<file path="config.mk">
export PLATFORM = sky130hd
export DESIGN_NAME = scan_test_ctrl
export DESIGN_NICKNAME = d
export VERILOG_FILES = /design/src/rtl/scan_pkg.sv /design/src/rtl/scan_cut.sv /design/src/rtl/scan_seq.sv /design/src/rtl/scan_cmp.sv /design/src/rtl/scan_test_ctrl.sv
export SDC_FILE = /design/constraint.sdc
export NUM_CORES = 1
export LEC_CHECK = 0
export ABC_CLOCK_PERIOD_IN_PS = 2600
export BUFFER_PORTS_ARGS = -buffer_cell sky130_fd_sc_hd__buf_4
export CORE_ASPECT_RATIO = 0.8
export CORE_UTILIZATION = 40
export DETAILED_ROUTE_END_ITERATION = 12
export PLACE_DENSITY_LB_ADDON = 0.12
export SLEW_MARGIN = 5
export SYNTH_ARGS = -nofsm -noshare
export SYNTH_HDL_FRONTEND = slang
export SYNTH_HIERARCHICAL = 1
export SYNTH_SLANG_ARGS = --single-unit
</file>
<file path="constraint.sdc">
create_clock -name clk_i -period 2.6 [get_ports clk_i]
set_input_delay 0.26 -clock clk_i [delete_from_list [all_inputs] [get_ports clk_i]]
set_output_delay 0.26 -clock clk_i [all_outputs]
set_load 0.02 [all_outputs]
</file>
<file path="src/rtl/scan_pkg.sv">
package scan_pkg;
  typedef enum logic [2:0] {
    ST_IDLE, ST_FLUSH, ST_LOAD, ST_CAPT, ST_UNLOAD, ST_DONE
  } seq_st_e;

  typedef enum logic [1:0] {
    RES_NONE   = 2'b00,
    RES_PASS   = 2'b01,
    RES_FAIL   = 2'b10,
    RES_BROKEN = 2'b11
  } res_e;
endpackage

</file>
<file path="src/rtl/scan_cut.sv">
// Counter under test: chain of mux-D cells with fault injection.
module scan_cut #(
  parameter int W          = 4,
  parameter int CARRY_NODE = 0,
  parameter int BREAK_IDX  = 2
) (
  input  logic         clk_i,
  input  logic         rst_ni,
  input  logic         se_i,
  input  logic         si_i,
  input  logic         sa0_i,
  input  logic         brk_i,
  output logic         so_o,
  output logic [W-1:0] q_o
);
  logic [W-1:0] q;
  logic [W-1:0] cy;
  logic [W-1:0] nxt;
  logic [W-1:0] sh;

  for (genvar gi = 0; gi < W; gi++) begin : g_cell
    logic cy_raw;
    logic sh_raw;
    if (gi == 0) begin : g_head
      assign cy_raw = 1'b1;
      assign sh_raw = si_i;
    end else begin : g_body
      assign cy_raw = q[gi-1] & cy[gi-1];
      assign sh_raw = q[gi-1];
    end
    if (gi == CARRY_NODE) begin : g_sa
      assign cy[gi] = cy_raw & ~sa0_i;
    end else begin : g_nsa
      assign cy[gi] = cy_raw;
    end
    if (gi == BREAK_IDX) begin : g_brk
      assign sh[gi] = sh_raw & ~brk_i;
    end else begin : g_nbrk
      assign sh[gi] = sh_raw;
    end
    assign nxt[gi] = q[gi] ^ cy[gi];

    always_ff @(posedge clk_i or negedge rst_ni) begin
      if (!rst_ni)   q[gi] <= 1'b0;
      else if (se_i) q[gi] <= sh[gi];
      else           q[gi] <= nxt[gi];
    end
  end

  assign q_o  = q;
  assign so_o = q[W-1];
endmodule

</file>
<file path="src/rtl/scan_seq.sv">
// Phase sequencer: flush, load, single capture, unload.
module scan_seq
  import scan_pkg::*;
#(
  parameter int           W         = 4,
  parameter int           CW        = 4,
  parameter logic [W-1:0] FLUSH_PAT = 4'b0011
) (
  input  logic          clk_i,
  input  logic          rst_ni,
  input  logic          start_i,
  input  logic [W-1:0]  stim_i,
  input  logic          flush_ok_i,
  output seq_st_e       st_o,
  output logic [CW-1:0] cnt_o,
  output logic          take_o,
  output logic          last_o,
  output logic          se_o,
  output logic          si_o,
  output logic          busy_o,
  output logic          done_o
);
  localparam logic [CW-1:0] LAST_F = CW'(2*W-1);
  localparam logic [CW-1:0] LAST_W = CW'(W-1);

  seq_st_e       st_q;
  logic [CW-1:0] cnt_q;
  logic [W-1:0]  sreg_q;
  logic [W-1:0]  stim_q;

  always_ff @(posedge clk_i or negedge rst_ni) begin
    if (!rst_ni) begin
      st_q   <= ST_IDLE;
      cnt_q  <= '0;
      sreg_q <= '0;
      stim_q <= '0;
    end else begin
      case (st_q)
        ST_IDLE: if (start_i) begin
          st_q   <= ST_FLUSH;
          cnt_q  <= '0;
          sreg_q <= FLUSH_PAT;
          stim_q <= stim_i;
        end
        ST_FLUSH: begin
          sreg_q <= {sreg_q[W-2:0], 1'b0};
          if (cnt_q == LAST_F) begin
            cnt_q <= '0;
            if (flush_ok_i) begin
              st_q   <= ST_LOAD;
              sreg_q <= stim_q;
            end else begin
              st_q <= ST_DONE;
            end
          end else begin
            cnt_q <= cnt_q + 1'b1;
          end
        end
        ST_LOAD: begin
          sreg_q <= {sreg_q[W-2:0], 1'b0};
          if (cnt_q == LAST_W) begin
            cnt_q <= '0;
            st_q  <= ST_CAPT;
          end else begin
            cnt_q <= cnt_q + 1'b1;
          end
        end
        ST_CAPT: st_q <= ST_UNLOAD;
        ST_UNLOAD: begin
          if (cnt_q == LAST_W) begin
            cnt_q <= '0;
            st_q  <= ST_DONE;
          end else begin
            cnt_q <= cnt_q + 1'b1;
          end
        end
        ST_DONE: st_q <= ST_IDLE;
        default: st_q <= ST_IDLE;
      endcase
    end
  end

  assign st_o   = st_q;
  assign cnt_o  = cnt_q;
  assign take_o = (st_q == ST_IDLE) && start_i;
  assign last_o = ((st_q == ST_FLUSH) && (cnt_q == LAST_F)) ||
                  ((st_q == ST_UNLOAD) && (cnt_q == LAST_W));
  assign se_o   = (st_q == ST_FLUSH) || (st_q == ST_LOAD) || (st_q == ST_UNLOAD);
  assign si_o   = ((st_q == ST_FLUSH) || (st_q == ST_LOAD)) && sreg_q[W-1];
  assign busy_o = (st_q != ST_IDLE) && (st_q != ST_DONE);
  assign done_o = (st_q == ST_DONE);
endmodule

</file>
<file path="src/rtl/scan_cmp.sv">
// Flush checker, response reassembly and golden compare.
module scan_cmp
  import scan_pkg::*;
#(
  parameter int           W         = 4,
  parameter int           CW        = 4,
  parameter logic [W-1:0] FLUSH_PAT = 4'b0011
) (
  input  logic          clk_i,
  input  logic          rst_ni,
  input  seq_st_e       st_i,
  input  logic [CW-1:0] cnt_i,
  input  logic          take_i,
  input  logic          last_i,
  input  logic [W-1:0]  gold_i,
  input  logic          so_i,
  output logic          flush_ok_o,
  output res_e          result_o,
  output logic [W-1:0]  resp_o
);
  logic [W-1:0] exp_q;
  logic [W-1:0] gold_q;
  logic [W-1:0] cap_q;
  logic [W-1:0] word;
  logic         bad_q;
  logic         fl_win;
  logic         fl_mis;
  res_e         res_q;
  logic [W-1:0] resp_q;

  assign fl_win     = (st_i == ST_FLUSH) && (cnt_i >= CW'(W));
  assign fl_mis     = fl_win && (so_i != exp_q[W-1]);
  assign flush_ok_o = !(bad_q || fl_mis);
  assign word       = {cap_q[W-2:0], so_i};

  always_ff @(posedge clk_i or negedge rst_ni) begin
    if (!rst_ni) begin
      exp_q  <= '0;
      gold_q <= '0;
      cap_q  <= '0;
      bad_q  <= 1'b0;
      res_q  <= RES_NONE;
      resp_q <= '0;
    end else begin
      if (take_i) begin
        exp_q  <= FLUSH_PAT;
        gold_q <= gold_i;
        bad_q  <= 1'b0;
      end else if (fl_win) begin
        exp_q <= {exp_q[W-2:0], 1'b0};
        bad_q <= bad_q | fl_mis;
      end
      if (st_i == ST_UNLOAD) cap_q <= word;
      if (last_i && (st_i == ST_FLUSH) && !flush_ok_o) res_q <= RES_BROKEN;
      if (last_i && (st_i == ST_UNLOAD)) begin
        resp_q <= word;
        res_q  <= (word == gold_q) ? RES_PASS : RES_FAIL;
      end
    end
  end

  assign result_o = res_q;
  assign resp_o   = resp_q;
endmodule

</file>
<file path="src/rtl/scan_test_ctrl.sv">
module scan_test_ctrl
  import scan_pkg::*;
#(
  parameter int           W          = 4,
  parameter logic [W-1:0] FLUSH_PAT  = 4'b0011,
  parameter int           CARRY_NODE = 0,
  parameter int           BREAK_IDX  = 2
) (
  input  logic         clk_i,
  input  logic         rst_ni,
  input  logic         start_i,
  input  logic [W-1:0] stim_i,
  input  logic [W-1:0] gold_i,
  input  logic         inj_carry_sa0_i,
  input  logic         inj_link_break_i,
  output logic         busy_o,
  output logic         done_o,
  output logic [1:0]   result_o,
  output logic [W-1:0] resp_o,
  output logic         scan_en_o,
  output logic         scan_in_o,
  output logic         scan_out_o
);
  localparam int CW = $clog2(2*W) + 1;

  seq_st_e       st;
  logic [CW-1:0] cnt;
  logic          take;
  logic          last;
  logic          flush_ok;
  res_e          res;
  logic [W-1:0]  cut_q;

  scan_seq #(.W(W), .CW(CW), .FLUSH_PAT(FLUSH_PAT)) u_seq (
    .clk_i      (clk_i),
    .rst_ni     (rst_ni),
    .start_i    (start_i),
    .stim_i     (stim_i),
    .flush_ok_i (flush_ok),
    .st_o       (st),
    .cnt_o      (cnt),
    .take_o     (take),
    .last_o     (last),
    .se_o       (scan_en_o),
    .si_o       (scan_in_o),
    .busy_o     (busy_o),
    .done_o     (done_o)
  );

  scan_cut #(.W(W), .CARRY_NODE(CARRY_NODE), .BREAK_IDX(BREAK_IDX)) u_cut (
    .clk_i  (clk_i),
    .rst_ni (rst_ni),
    .se_i   (scan_en_o),
    .si_i   (scan_in_o),
    .sa0_i  (inj_carry_sa0_i),
    .brk_i  (inj_link_break_i),
    .so_o   (scan_out_o),
    .q_o    (cut_q)
  );

  scan_cmp #(.W(W), .CW(CW), .FLUSH_PAT(FLUSH_PAT)) u_cmp (
    .clk_i      (clk_i),
    .rst_ni     (rst_ni),
    .st_i       (st),
    .cnt_i      (cnt),
    .take_i     (take),
    .last_i     (last),
    .gold_i     (gold_i),
    .so_i       (scan_out_o),
    .flush_ok_o (flush_ok),
    .result_o   (res),
    .resp_o     (resp_o)
  );

  assign result_o = res;
endmodule

</file>
; Yosys cells after proc, flatten, opt, wreduce, memory -nomap -nowiden
; Index checks and enable logic that the tools add are counted.
[totals]
ff_bits = 37
in_bits = 13
output_inout_bits = 11
word_cells = 91
[classes]
n_addsub = 1
order_cmp = 1
eq_ne = 14
mux = 25
bitwise_logic = 11
reduce_logical = 25
[op_table]
columns = op, count
row1 = 4-bit two-way mux, 8
row2 = 4-bit case mux with 3 select lines, 2
row3 = 3-bit two-way mux, 5
row4 = 3-bit case mux with 5 select lines, 1
row5 = 1-bit logical AND, 10
row6 = 3-bit nonzero test, 3
row7 = 3-bit by 2-bit == test with 1-bit output (second input constant), 2
row8 = 3-bit == test (second input constant), 2
row9 = 1-bit two-way mux, 6
row10 = 2-bit two-way mux, 3
row11 = 2-bit inequality test (second input constant), 3
row12 = 2-bit AND reduction, 3
row13 = 4-bit by 1-bit adder with 4-bit output (second input constant), 1
row14 = 1-bit bitwise AND, 4
row15 = 4-bit by 2-bit == test with 1-bit output (second input constant), 1
row16 = 4-bit by 3-bit == test with 1-bit output (second input constant), 1
row17 = 4-bit == test, 1
row18 = 4-bit by 3-bit >= comparator with 1-bit output (second input constant), 1
row19 = 1-bit logical OR, 4
row20 = 4-bit AND reduction, 1
row21 = 2-bit nonzero test, 2
row22 = 1-bit XOR, 4
row23 = 3-bit by 1-bit == test with 1-bit output (second input constant), 1
row24 = 3-bit zero test, 1
row25 = other kinds (6), 7

; Logic depth before layout (Yosys ltp)
; Gate-level depths: netlist (run 1).
[depth]
depth_word = 7
depth_mapped = 9
ltp_nobuf = 7

; Modules after synthesis
; Netlist (run 1), hierarchy kept.
[by_module_without_submodules]
columns = module, n_inst, cells_per_inst, area_each_um2
row1 = scan_seq, 1, 101, 972.2
row2 = scan_cmp, 1, 63, 838.3
row3 = scan_cut, 1, 20, 225.2

; Least setup slack after synthesis (run 1)
; Ideal clock, no wire load.
[synth_path]
path_kind = reg2reg
start = register u_seq.st_q[1] (netlist: u_seq/st_o[1])
end = register u_cut.q[0] (netlist: u_cut/g_cell[1].sh_raw)
arrival_ps = 1898
required_ps = 2475
setup_slack_ps = 578
path_stages_with_launch = 5
n_path_buf = 1
path_cell_list = dfrtp_1 buf_6 nand2b_1 o22ai_1 mux2_2
[synth_between]
elab_chain_len = 4
word_cells_on_any_way = 7
classes_between = eq/ne: 3 / mux: 1 / reduce/logical: 3
[synth_rtl]
columns = element, line_no
row1 = "start, declared", scan_seq.sv:26  ; seq_st_e st_q;
row2 = "start signal, assigned", scan_seq.sv:33  ; st_q <= ST_IDLE;
row3 = "start signal, assigned", scan_seq.sv:40  ; st_q <= ST_FLUSH;
row4 = "start signal, assigned", scan_seq.sv:50  ; st_q <= ST_LOAD;
row5 = 3-bit by 1-bit == test with 1-bit output or 3-bit by 2-bit == test with 1-bit output (tied branches), scan_seq.sv:88  ; assign se_o = (st_q == ST_FLUSH) || (st_q == ST_LOAD) || (st_q == ST_UNLOAD);
row6 = 1-bit logical OR, scan_seq.sv:88
row7 = 1-bit logical OR (*), scan_seq.sv:88
row8 = named net scan_en_o, scan_test_ctrl.sv:20  ; output logic scan_en_o,
row9 = 1-bit two-way mux (*), scan_cut.sv:45  ; else if (se_i) q[gi] <= sh[gi];
row10 = "end signal, assigned by index", scan_cut.sv:45
row11 = "end signal, assigned by index", scan_cut.sv:46  ; else q[gi] <= nxt[gi];
row12 = "end, declared", scan_cut.sv:16  ; logic [W-1:0] q;
; The timed path passes the listed nets; every way through them passes the cells marked *.
; A chain may end at the register's enable or synchronous reset.

; Final worst setup path (run 1)
[layout_path]
start = register u_seq.cnt_q[3] (netlist: u_seq/cnt_o[3])
end = register u_seq.sreg_q[3]
[layout_between]
elab_chain_len = 7
word_cells_on_any_way = 8
classes_between = order compare: 1 / eq/ne: 1 / mux: 3 / reduce/logical: 3
[layout_rtl]
columns = element, line_no
row1 = "start, declared", scan_seq.sv:27  ; logic [CW-1:0] cnt_q;
row2 = "start signal, assigned", scan_seq.sv:56  ; cnt_q <= cnt_q + 1'b1;
row3 = "start signal, assigned", scan_seq.sv:65  ; cnt_q <= cnt_q + 1'b1;
row4 = "start signal, assigned", scan_seq.sv:74  ; cnt_q <= cnt_q + 1'b1;
row5 = 4-bit by 3-bit >= comparator with 1-bit output, scan_cmp.sv:31  ; assign fl_win = (st_i == ST_FLUSH) && (cnt_i >= CW'(W));
row6 = 1-bit logical AND, scan_cmp.sv:31
row7 = 1-bit logical AND, scan_cmp.sv:32  ; assign fl_mis = fl_win && (so_i != exp_q[W-1]);
row8 = 1-bit logical OR, scan_cmp.sv:33  ; assign flush_ok_o = !(bad_q || fl_mis);
row9 = 4-bit two-way mux, scan_seq.sv:49  ; if (flush_ok_i) begin
row10 = 4-bit two-way mux (*), scan_seq.sv:47  ; if (cnt_q == LAST_F) begin
row11 = 4-bit case mux with 3 select lines (*), scan_seq.sv:38  ; case (st_q)
row12 = "end signal, assigned", scan_seq.sv:46  ; sreg_q <= {sreg_q[W-2:0], 1'b0};
row13 = "end signal, assigned", scan_seq.sv:51  ; sreg_q <= stim_q;
row14 = "end signal, assigned", scan_seq.sv:60  ; sreg_q <= {sreg_q[W-2:0], 1'b0};
row15 = "end, declared", scan_seq.sv:28  ; logic [W-1:0] sreg_q;
; Every way passes the cells marked *; elsewhere a longest branch is shown, timed or not.

==> summary.md, run 1 <==
| Metric | Value |
|---|---|
| Final antenna-violating net count | 0 |
| Most common cell after layout, fill and taps aside | dfrtp_1 |
| Num ports | 24 |
| Global-route wire length before repair | 7230 um |
| R2R Setup Slk | 0.22 ns |
| CP Data Required Time | 2.77 ns |
| Worst-path clk slew | 0.08 ns |
| Synth Warn # | 6 |
| Routability Congestion | ~0.80 |
| Via count | 1488 |
| Relative slew slack | 64.9% |
| # clock sinks | 37 |
| Post-CTS Setup Inserts | 0 |
| Grt ovf | 0 |
| Net count, final | 225 |
| # resized after CTS | 0 |
| CP endpoint kind | flip-flop |
| RSZ-0062 raised after global routing | no |
| Final setup fails | 0 |
| Synth Cell Area | 2010 um2 |
| CP Depth | 6 |
| Slowest stage cell, crit path | dfrtp_1 |
| Die height | around 65 um |
| Synth Net Count | 197 |
| Detailed Route WL | between 4000 and 5000 um |
| Worst skew pair latency | 0.28 ns |
| Largest net degree at the start of global routing | 38 |
| GRT Resource Usage Total | 18.3% |
| Initial Util | 42.6% |
| Leakage Power | 1.06 nW |
| Area growth, synth to finish | 16.4% |
| Vias in the first global route | 1396 |
| CTS root buf | clkbuf_8 |
| Fin. Hold Viols | 0 |
| Min Tclk post-route | 2.38 ns |
| TritonCTS clock tree | yes |
| 1st-iter DRT viols | 177 |
| Max-capacitance violation count | 0 |
| Capturing point of the worst reg2reg path | u_seq/sreg_q[3]$_DFFE_PN0P_ |
| FF-to-FF path depth | 6 |
| CP delay by family, top | simple AND/OR/NAND/NOR gates |
| FMAX | approximately 420 MHz |
| Worst Setup Start Kind | flip-flop |
| Most frequent cells in the layout | 37 x dfrtp_1, 29 x buf_4, 15 x nor2_1, 14 x mux2_2, 11 x nand2_1 |
| Tcrit/Tclk final | 91.4% |
| Clock buffer depth | 2 |
| Final Max Tran Viols | 0 |
| Arr. time, crit path | 2.55 ns |
| Gate count of the mapped netlist | 180 |
| Tot Pwr | about 2.5 mW |
| Status | finished, final reports clean |
| Setup Total Neg Slack | 0 ns |
| Max stage delay on crit path | roughly 0.49 ns |
| Worst path cell trace | or2_0 -> a31oi_1 -> nand4b_1 -> mux2i_1 -> nor2_1 -> o32a_1 |
| Crit path max fanout | 10 |
| Max H-tree Level | 2 |
| Antenna violations before repair | 0 |
| IO buf count | 23 |
| HP Class | input port to flip-flop |
| Total clock buffers created by CTS | 5 |
| Cell Pwr Density | around 1100 nW/um2 |
| Diode count | 0 |
| Core Region | 4710 um2 |
| Die X | 81.2 um |
| Worst-margin pin slew | 0.522 ns |
| Layout cells sized above 1 | around 30% |
| Worst path bufs/invs | 0 |
| CTS Hold Bufs | 1 |
| Layout Skew | 0.00769 ns |
| Total die area | 5300 um2 |
| Post-DP HPWL | between 3000 and 4000 um |
| Worst VDD drop | 0.528 mV |
| Via density | about 5.5 |
| Beginning of the critical path | u_seq/cnt_o[3]$_DFFE_PN0P_ |
| Setup Crit Path Kind | flip-flop to flip-flop |
| Hold Path Stages | 2 |
| Worst hold endpoint | u_cut/g_cell[3].sh_raw$_DFF_PN0_ |
| Average cell area after synthesis | 11.1 um2 |
| FP Rows | 22 |
| Worst r2r src | u_seq/cnt_o[3]$_DFFE_PN0P_ |
| Worst hold path startpoint | inj_link_break_i |
| Remaining DRCs | 0 |
| Wire per inst | 15.8 um |
| DR pass1 iterations | 4 |
## final cells by class
| type | count | area [um2] |
|---|---|---|
| clock inverters | 3 | 21.3 |
| inverters | 7 | 26.3 |
| well taps | 60 | 75.1 |
| multi-input cells | 127 | 990 |
| flip-flops and latches | 37 | 926 |
| clock buffers | 5 | 68.8 |
| fillers | 424 | 2370 |
| repair buffers | 30 | 228 |
## metal layers
layer  track usage (%)  share of wire [%]  routed length [um]
met1              28.1                 52                2210
met2              25.5                 45                1900
met3              4.17                3.1                 130
met4              4.69               0.52                  22
met5                 0                  0                   0
## worst max path at each step
stage / end / slack [ns]
floorplan: u_cut/g_cell[1].sh_raw$_DFF_PN0_ / 0.58
global placement: u_seq/sreg_q[2]$_DFFE_PN0P_ / 0.32
detailed placement: u_seq/sreg_q[3]$_DFFE_PN0P_ / 0.28
CTS: u_seq/sreg_q[3]$_DFFE_PN0P_ / 0.26
global route: u_seq/sreg_q[3]$_DFFE_PN0P_ / 0.09
finish: u_seq/sreg_q[3]$_DFFE_PN0P_ / 0.22
## sequential cells by signal, summed over array words and instances, names as in the netlist
register / flops
u_cmp/resp_o: 4
u_seq/stim_q: 4
u_cmp/cap_q: 3
u_cut/so_o: 1
u_seq/cnt_o: 4
u_cmp/gold_q: 4
u_seq/sreg_q: 4
u_seq/st_o: 3
u_cmp/bad_q: 1
u_cmp/result_o: 2
u_cut/g_cell.sh_raw: 3
u_cmp/exp_q: 4
## through the flow
stage	hold WS (ns)	util, %	instance area [um2]	cells	setup WS, ns
finish	0.139	49.6	2330	269	0.224
global route	0.132	49.6	2330	269	0.0893
CTS	0.126	49.6	2330	269	0.259
detailed placement	0.253	47.5	2230	260	0.279
global placement	0.252	47.5	2230	260	0.319
floorplan	-0.0356	-	2010	180	0.578
## power breakdown
part	leakage (nW)	switching, mW	internal [mW]
Sequential	0.468	0.189	0.784
Combinational	0.553	0.609	0.546
Clock	0.0445	0.207	0.190
Total	1.06	1.01	1.52
Power figures use the tool's default switching activity.
==> run 2: changes to the inputs <==
--- a/config.mk
+++ b/config.mk
@@ -6,8 +6,11 @@
 export NUM_CORES = 1
 export LEC_CHECK = 0
+export ABC_AREA = 1
 export ABC_CLOCK_PERIOD_IN_PS = 2600
 export BUFFER_PORTS_ARGS = -buffer_cell sky130_fd_sc_hd__buf_4
+export CELL_PAD_IN_SITES_DETAIL_PLACEMENT = 1
+export CELL_PAD_IN_SITES_GLOBAL_PLACEMENT = 2
 export CORE_ASPECT_RATIO = 0.8
-export CORE_UTILIZATION = 40
+export CORE_UTILIZATION = 33
 export DETAILED_ROUTE_END_ITERATION = 12
 export PLACE_DENSITY_LB_ADDON = 0.12
==> constraint.sdc (replaced) <==
create_clock -name clk_i -period 2.6 [get_ports clk_i]
set_input_delay 0.26 -clock clk_i [delete_from_list [all_inputs] [get_ports clk_i]]
set_output_delay 0.26 -clock clk_i [all_outputs]
set_load 0.01 [all_outputs]
==> run 2 against run 1 <==
Compared with the run above:
- via count is 6.5% higher
- combinational power decreased by 15%
- clock skew is 0.0020 ns lower
- largest cell class is now sequential cells
- clock power about the same
- area after synthesis fell by 5.1%
- die area grew 15%
- first-iteration DRC count shrank 55%
- total power fell by 7.9%
- critical path depth did not move
==> summary.md, run 2 <==
| Metric | Value |
|---|---|
| Status | finished, final reports clean |
| Worst VDD drop | ~0.42 mV |
| Arr. time, crit path | 1.79 ns |
| Hold_ws | 0.159 ns |
| Post-DP HPWL | 3290 um |
| Relative slew slack | 67.5% |
| Routability Congestion | 0.811 |
| GRT Resource Usage Total | 17.6% |
| Pint | 1.31 mW |
| Crit path max fanout | 10 |
| Leakage Power | 1.16 nW |
| Hold Path Stages | 2 |
| Worst hold endpoint | u_cut/g_cell[3].sh_raw$_DFF_PN0_ |
| Layout cells sized above 1 | 16.5% |
| Average cell area after synthesis | 7.74 um2 |
| Setup Crit Path Kind | flip-flop to output port |
| 1st-iter DRT viols | 79 |
| Gate count of the mapped netlist | approximately 250 |
| Via count | 1585 |
| Worst-path clk slew | 0.08 ns |
| Fill cells | 688 |
| Initial Util | between 30% and 40% |
| Worst r2r src | u_seq/st_o[1]$_DFFE_PN0P_ |
| CP Data Required Time | approximately 2.3 ns |
| Final Max Tran Viols | 0 |
| Detailed Route WL | between 4000 and 5000 um |
| Flop pwr share | 40.9% |
| Worst-margin pin slew | 0.487 ns |
| P_sw | 1.01 mW |
| Utilization after layout | around two fifths |
| Die height | 69.9 um |
| Worst path cell trace | nor2_2 -> nand2_1 -> nand2_1 -> inv_2 -> nand2_1 -> buf_4 |
| Total clock buffers created by CTS | 5 |
| R2R Setup Slk | around 0.75 ns |
| Setup Total Neg Slack | 0 ns |
| Clock power frac | between 10% and 20% |
| Final worst setup slack | 0.551 ns |
| Final setup fails | 0 |
| Clock buffer depth | 2 |
| Via density | roughly 4.5 |
| Layout Skew | 0.00572 ns |
| CTS root buf | clkbuf_8 |
| Min Tclk post-route | 2.05 ns |
| Most common cell after layout, fill and taps aside | nand2_1 |
| Synth Warn # | 6 |
| Setup WS pre-CTS | between 0.8 and 0.9 ns |
| Vias in the first global route | 1728 |
| Worst skew pair latency | 0.28 ns |
| Area growth, synth to finish | 18.9% |
| DR pass1 iterations | 4 |
| HP Class | input port to flip-flop |
| Worst Setup Start Kind | flip-flop |
| Synth Net Count | about 260 |
| Max stage delay on crit path | 0.52 ns |
| Cell repeated most along the worst path | nand2_1 |
| Synth Cell Area | 1900 um2 |
| Worst path bufs/invs | 2 |
| Net Sw Frac | 43.6% |
| # clock sinks | 37 |
| Most frequent cells in the layout | 89 x nand2_1, 37 x dfrtp_1, 32 x inv_1, 24 x buf_4, 21 x nand3_1 |
| TritonCTS clock tree | yes |
| CP delay by family, top | simple AND/OR/NAND/NOR gates |
| Remaining DRCs | 0 |
| FP Rows | 24 |
| Global-route wire length before repair | ~8000 um |
| FMAX | 488 MHz |
| Tcrit/Tclk final | 78.8% |
| Max H-tree Level | 2 |
| Max-capacitance violation count | 0 |
| Wire per inst | 12.8 um |
| CP endpoint kind | output port |
| Diode count | 0 |
| RSZ-0062 raised after global routing | no |
| # resized after CTS | 0 |
| Total die area | 6080 um2 |
| Largest net degree at the start of global routing | 38 |
| Net count, final | 294 |
| Grt ovf | 0 |
| IO buf count | 23 |
| Final antenna-violating net count | 0 |
| Num ports | 24 |
| Core Region | about 5500 um2 |
| Worst hold path startpoint | inj_link_break_i |
| Fin. Hold Viols | 0 |
| FF-to-FF path depth | 11 |
| Gate power share | between 40% and 50% |
| Antenna violations before repair | 0 |
| Capturing point of the worst reg2reg path | u_seq/sreg_q[2]$_DFFE_PN0P_ |
| Cell Pwr Density | 1030 nW/um2 |
| Die X | approximately 87 um |
| Slowest stage cell, crit path | dfrtp_1 |
## run 2: changes by cell type in the layout (fill, tap and decap cells not counted), sizes merged, moves of 4 or more
cell,previous run,this run
a21oi,9,4
buf,29,24
inv,8,37
mux2,18,0
mux2i,4,0
nand2,11,92
nand3,4,22
o21ai,4,21
o22ai,7,1
## run 2: metal layers
metal | GRT usage (%) | up-vias | routed length, um
met2 | 27.5 | 23 | 1940
met3 | 3.55 | 2 | 147
met5 | 0 | - | 0
met1 | 24.9 | 729 | 2430
met4 | 4.44 | 0 | 29
li1 | - | 831 | -
## run 2: cell type report
| class | instances | area [um2] | area share (%) |
|---|---|---|---|
| clock buffers | 6 | 72.6 | 3.21 |
| clock inverters | 2 | 10.0 | 0.442 |
| inverters | 38 | 143 | 6.30 |
| multi-input cells | 170 | 825 | 36.4 |
| flip-flops and latches | 37 | 926 | 40.9 |
| well taps | 78 | 97.6 | 4.31 |
| repair buffers | 25 | 190 | 8.40 |
## run 2: metrics by stage
step / instance area, um2 / power, mW / std cells
3_5_place_dp: 2170 / 1.94 / 347
4_1_cts: 2260 / 2.36 / 356
5_1_grt: 2260 / 2.57 / 356
2_1_floorplan: 1900 / 1.62 / 246
6_report: 2260 / 2.33 / 356
3_3_place_gp: 2170 / 1.93 / 347
## run 2: worst max-delay path by stage
stage                                          from  slack [ns]  depth (start not counted)                          end
final                     u_seq/st_o[0]$_DFFE_PN0P_        0.55                          6                    scan_en_o
after global routing      u_seq/st_o[0]$_DFFE_PN0P_        0.42                          6                    scan_en_o
after CTS                 u_seq/st_o[0]$_DFFE_PN0P_        0.54                          6                    scan_en_o
after detailed placement  u_seq/st_o[0]$_DFFE_PN0P_        0.81                          7   u_cmp/exp_q[2]$_DFFE_PN0P_
after global placement    u_seq/st_o[1]$_DFFE_PN0P_        0.85                         11  u_seq/sreg_q[2]$_DFFE_PN0P_
after floorplan           u_seq/st_o[0]$_DFFE_PN0P_        0.91                          6   u_cmp/exp_q[3]$_DFFE_PN0P_
## run 2: what timing repair did
item | CTS | global route
setup buffers | 0 | 0
endpoints found under the hold margin | 37 | 0
hold buffers | 1 | 0
## run 2: power groups by stage
| stage | clock network [mW] | logic [mW] | registers (mW) |
|---|---|---|---|
| 4_1_cts | 0.411 | 0.991 | 0.954 |
| 3_5_place_dp | 0 | 0.985 | 0.959 |
| 2_1_floorplan | 0 | 0.700 | 0.916 |
| 5_1_grt | 0.434 | 1.15 | 0.987 |
| 3_3_place_gp | 0 | 0.979 | 0.951 |
| 6_report | 0.396 | 0.980 | 0.951 |
